$ cat src/rtl/sar_pkg.sv
package sar_pkg;
    typedef enum logic [1:0] {
        SA_SECURE   = 2'd0,
        SA_NONSEC   = 2'd1,
        SA_CALLABLE = 2'd2
    } sa_attr_e;

    typedef enum logic [1:0] {
        CFG_BASE   = 2'd0,
        CFG_LIMIT  = 2'd1,
        CFG_CTRL   = 2'd2,
        CFG_GLOBAL = 2'd3
    } cfg_sel_e;
endpackage

$ cat src/rtl/sar_cfg_regs.sv
module sar_cfg_regs #(
    parameter int NR      = 4,
    parameter int AW      = 32,
    parameter int IW      = 2,
    parameter bit PRESENT = 1'b1
) (
    input  logic                   clk,
    input  logic                   rst_n,
    input  logic                   we,
    input  logic [1:0]             sel,
    input  logic [IW-1:0]          idx,
    input  logic [AW-1:0]          wdata,
    output logic [NR-1:0][AW-1:0]  base,
    output logic [NR-1:0][AW-1:0]  limit,
    output logic [NR-1:0]          reg_en,
    output logic [NR-1:0]          reg_sc,
    output logic                   unit_en,
    output logic                   fb_ns
);
    import sar_pkg::*;

    typedef struct packed {
        logic [NR-1:0][AW-1:0] base;
        logic [NR-1:0][AW-1:0] limit;
        logic [NR-1:0]         en;
        logic [NR-1:0]         sc;
        logic                  unit_en;
        logic                  fb_ns;
    } cfg_t;

    cfg_t cfg_d, cfg_q;

    always_comb begin
        cfg_d = cfg_q;
        if (we) begin
            if (sel == CFG_GLOBAL) begin
                cfg_d.unit_en = wdata[0];
                cfg_d.fb_ns   = wdata[1];
            end else if (PRESENT && (int'(idx) < NR)) begin
                case (sel)
                    CFG_BASE:  cfg_d.base[idx]  = wdata;
                    CFG_LIMIT: cfg_d.limit[idx] = wdata;
                    default: begin
                        cfg_d.en[idx] = wdata[0];
                        cfg_d.sc[idx] = wdata[1];
                    end
                endcase
            end
        end
    end

    always_ff @(posedge clk or negedge rst_n) begin
        if (!rst_n) begin
            cfg_q         <= '0;
            cfg_q.en      <= '1;
        end else begin
            cfg_q         <= cfg_d;
        end
    end

    assign base    = cfg_q.base;
    assign limit   = cfg_q.limit;
    assign reg_en  = PRESENT ? cfg_q.en : '0;
    assign reg_sc  = cfg_q.sc;
    assign unit_en = PRESENT ? cfg_q.unit_en : 1'b0;
    assign fb_ns   = cfg_q.fb_ns;
endmodule

$ cat config.mk
export PLATFORM = sky130hd
export DESIGN_NAME = sar_cfg_regs
export DESIGN_NICKNAME = d
export VERILOG_FILES = /design/src/rtl/sar_pkg.sv /design/src/rtl/sar_cfg_regs.sv
export SDC_FILE = /design/constraint.sdc
export NUM_CORES = 1
export LEC_CHECK = 0
export BUFFER_PORTS_ARGS = -buffer_cell sky130_fd_sc_hd__buf_2
export CORE_ASPECT_RATIO = 1.4
export CORE_MARGIN = 1.5
export CORE_UTILIZATION = 56
export DETAILED_ROUTE_END_ITERATION = 16
export GPL_ROUTABILITY_DRIVEN = 1
export GPL_TIMING_DRIVEN = 0
export PLACE_DENSITY = 0.88
export SLEW_MARGIN = 10
export SYNTH_ARGS = -nofsm -noshare
export SYNTH_HDL_FRONTEND = slang
export SYNTH_SLANG_ARGS = --single-unit
export TNS_END_PERCENT = 50
$ cat constraint.sdc
create_clock -name clk -period 1.05 [get_ports clk]
set_input_delay 0.105 -clock clk [delete_from_list [all_inputs] [get_ports clk]]
set_output_delay 0.105 -clock clk [all_outputs]
set_load 0.01 [all_outputs]
Word level (Yosys, flattened, before mapping)
Index checks and enable logic that the tools add are counted.

cells by class
  bitwise gates (word level) = 2
  reduce and logical (&&, ||, !) cells = 7
  magnitude comparators = 2
  multiplexer cells = 8
  equality and inequality tests = 2

operator list
  cell                                                               count
  bitwise mux 128 bit                                                2
  demux 32 bit (select 2 bit)                                        1
  two-way mux 32 bit                                                 1
  AND reduction 3 bit                                                3
  bitwise mux 4 bit                                                  2
  < comparator 2 x 3 -> 1 bit, second input constant                 1
  demux 1 bit (select 2 bit)                                         1
  equality test 2 x 1 -> 1 bit, second input constant                1
  equality test 2 bit, second input constant                         1
  greater-or-equal comparator 2 x 1 -> 1 bit, second input constant  1
  zero test 2 bit                                                    1
  inverter 1 bit                                                     2
  AND reduction 2 bit                                                1
  OR reduction 2 bit                                                 1
  logical AND 1 bit                                                  1
  two-way mux 1 bit                                                  1

storage, ports and cells
  flip-flop bits (word level) = 266
  input bits = 39
  output and inout bits = 266
  word-level logic and storage cells = 33

Logic depth before layout (Yosys ltp)
  depth after elaboration = 5
  depth in mapped cells = 5
  gate-level depth less buffers = 3

Worst setup path after synthesis
No wires, ideal clock.

  path kind = in2reg
  from = in sel[0]
  to = reg cfg_q (netlist bit base[100])
  slack = -0.261 ns
  path buffers = 3
  setup time = 0.125 ns
  data required time = 0.925 ns
  stages on the path = 5
  arrival = 1.186 ns
  cells stage by stage = buf_2 -> or3_1 -> buf_2 -> buf_6 -> mux2_4

on the way
  cells in the longest elaborated chain, start to end = 3

RTL lines
  what                             RTL line            RTL
  start, declared                  sar_cfg_regs.sv:10  input logic [1:0] sel,
  equality test 2 bit              sar_cfg_regs.sv:36  if (sel == CFG_GLOBAL) begin
  inverter 1 bit (no line)         n/a
  AND reduction 3 bit (no line) *  n/a
  end signal, assigned             sar_cfg_regs.sv:57  cfg_q <= cfg_d;
  end, declared                    sar_cfg_regs.sv:31  cfg_t cfg_d, cfg_q;

Every way passes the cells marked *; elsewhere a longest branch is shown, timed or not.
A chain may end at the register's enable or synchronous reset.

Worst setup path in the final report
  from = reg cfg_q (netlist bit reg_en[1])
  to = out reg_en[1]

RTL lines
  what           RTL line            RTL
  end, declared  sar_cfg_regs.sv:15  output logic [NR-1:0] reg_en,

No word-level cell between the ends.

==> summary.txt <==
Worst setup path
  • Cell family with most CP delay: flip-flops
  • Crit Path Class: reg2out
  • Max stage delay cell, worst path: dfstp_2
  • Crit start category: flop
  • Critical R2R Launch: limit[76]
  • Worst Path Buf+Inv: 1
  • Worst setup EP type: output port
  • Data arrival, critical path: 1.16 ns
  • Crit path cell chain: buf_6
  • Critical Path Start: reg_en[1]
  • Max stage delay on crit path: 0.54 ns
  • Critical Path RT: 0.94 ns
  • CP max FO: 2

Finish
  • Reg area: 0.00666 sq mm
  • Nets: 1120
  • Final Instance Area: 0.0153 sq mm
  • Layout cells sized above 1: 71.4%
  • # fillers: 791
  • Multi-input logic area: 0.00347 sq mm
  • Post-route insts no fill: 1340
  • Layout area overhead: 48.5%
  • Antenna cells: 0

Clock network
  • CTS tree: done
  • Clock sinks: 266
  • CTS clk-pin slew, worst paths: 0.06 ns
  • Clk_lat worst skew: 0.52 ns
  • CTS root buffer: clkbuf_16
  • Clock tree buffer depth: 3
  • H-tree depth: 1
  • # hold bufs at CTS: 33
  • Num CTS Buffers: 25

Synthesis
  • Post-synth EDFFs: 0
  • Largest cells by area after synthesis: dfrtp_1 (64%), mux2_2 (19%), mux2_4 (13%)
  • Synth Instances: 582
  • Leading area contributor after synthesis: dfrtp_1
  • Most frequent cell after synthesis: dfrtp_1
  • Yosys reg bits: 266
  • YS warnings: 0
  • Synth cell count leaders: dfrtp_1 (262), mux2_2 (176), mux2_4 (90), buf_2 (19), buf_6 (9)
  • Mapped cell area: 0.0103 sq mm
  • Syn nets: 621
  • Ys async rst share: 100%
  • Post-synth top area share: 63.6%
  • Mean post-synth cell area: 17.7 sq um
  • Seq/Total Area, Yosys: 64.6%
  • Netlist cell types: 14
  • Top FF cell, synth: dfrtp_1

STA
  • Final Cycle Share: 121%
  • Final worst slack: -0.218 ns
  • Tmin final: 1.27 ns
  • RSZ-0062 raised after global routing: yes
  • Hold Fails Final Rpt: 75
  • Max-slew headroom: 58.8%
  • F_max: 0.788 GHz
  • Final hold slack: -0.439 ns
  • Final Max Tran Viols: 0
  • Worst slew pin tran: 0.618 ns
  • Clock Skews: 0 ns
  • # setup viols final: 274

Floorplanning
  • Die area: 0.0193 sq mm
  • FP Rows: 58
  • Die Height: 164 um
  • Starting Density: 57.3%
  • Die W: 118 um
  • Io pins: 305
  • Core ar.: 0.0180 sq mm

Global routing
  • Largest net degree at the start of global routing: 113
  • Tot GR Track Use: 30.0%
  • Antenna violations before repair: 0
  • Vias in the first global route: 7585
  • First-pass GRT wire length: 44.1 mm
  • Total grt overflow: 0

Routing
  • Drt pass-1 iters: 4
  • Routed WL per cell: 25.4 um
  • DR vias: 7357
  • DRT iter0 DRCs: 404
  • Post-route ant nets: 0
  • DRC errors left: 0
  • Via density: 5.49
  • Final wirelength: 34.0 mm

Placed design
  • Inst Count DP: 1127
  • Place WS: -0.653 ns
  • Detailed-placement wirelength estimate: 17.4 mm
  • IO buf count: 303
  • Gp weighted congestion: 0.770
  • Dpl cell area: 0.0123 sq mm

Pwr
  • Max VDD drop: 0.00219 V
  • PwrDens: 2320 mW/mm^2
  • Pleak: 7.86 nW

Run status
  • Status: finished with violations
  • Failing checks: negative hold slack, negative setup slack

Hold path
  • Type of the worst min-delay path: in2async

Run
  • MaxCap Viol Count: 0
per-stage QoR:
step | util (%) | hold WS [ns] | power [mW] | setup TNS (ns)
after floorplan | - | -0.191 | 17.8 | -30.80
after detailed placement | 68.3 | 0.113 | 21.5 | -118.32
after global placement | 67.9 | 0.392 | 21.1 | -1363.30
after global routing | 85.1 | -0.397 | 36.6 | -37.96
final | 85.1 | -0.439 | 35.5 | -31.38
after CTS | 80.7 | -0.433 | 33.2 | -30.17
cell type report:
type,instances,area share [%]
well taps,240,1.96
flip-flops and latches,266,43.5
clock inverters,15,1.42
clock buffers,31,4.36
plain buffers,30,2.03
multi-input cells,286,22.7
repair buffers,472,24.1
per-layer routing:
layer | GRT usage [%] | vias up | part of all wire (%)
met5 | 0 | - | 0
met4 | 16.6 | 0 | 5.7
met3 | 7.09 | 123 | 6.2
met2 | 53.2 | 357 | 53
met1 | 33.3 | 3812 | 35
li1 | - | 3065 | -
final timing paths:
check	endpoint	slack (ns)	depth (start not counted)
min in group clk	reg_sc[0]	0.03	3
worst min register to register	limit[0]	0.50	1
worst max-delay path	reg_en[1]	-0.22	1
worst max register to register	limit[76]	-0.13	4
max in group asynchronous	limit[84]	0.54	2
worst min-delay path	base[1]	-0.44	1
placed cells by master, fill, tap and decap left out, drive strengths merged, types with 2 or more instances in the layout:
| cell type | n |
|---|---|
| bufinv | 5 |
| or3 | 3 |
| dlygate4sd3 | 33 |
| buf | 466 |
| nand2b | 2 |
| clkinv | 8 |
| clkbuf | 34 |
| mux2 | 266 |
| nand3b | 4 |
| dfstp | 4 |
| nor2 | 7 |
| dfrtp | 262 |
| nand3 | 2 |
cells by family after synthesis:
family / share of synthesized area (%)
muxes: 32.3
DFF: 64.6
buffers and inverters: 1.98
and+or+nand+nor: 1.10
power breakdown:
part           internal, mW  switching [mW]  total (mW)
combinational          6.64            4.52        11.2
clock                  5.79            4.12        9.91
sequential             12.7            1.76        14.4
total                  25.1            10.4        35.5
flip-flops by register name (all words and copies together) (netlist names):
| register | count |
|---|---|
| fb_ns | 1 |
| reg_en | 4 |
| reg_sc | 4 |
| unit_en | 1 |
| limit | 128 |
| base | 128 |
what timing repair did:
action | CTS | global route
endpoints found under the setup margin | 316 | 350
resized for setup | 98 | 59
hold endpoints to repair | 323 | 75
setup buffers | 69 | 65
pin swaps | 0 | 1
Power figures use the tool's default switching activity.
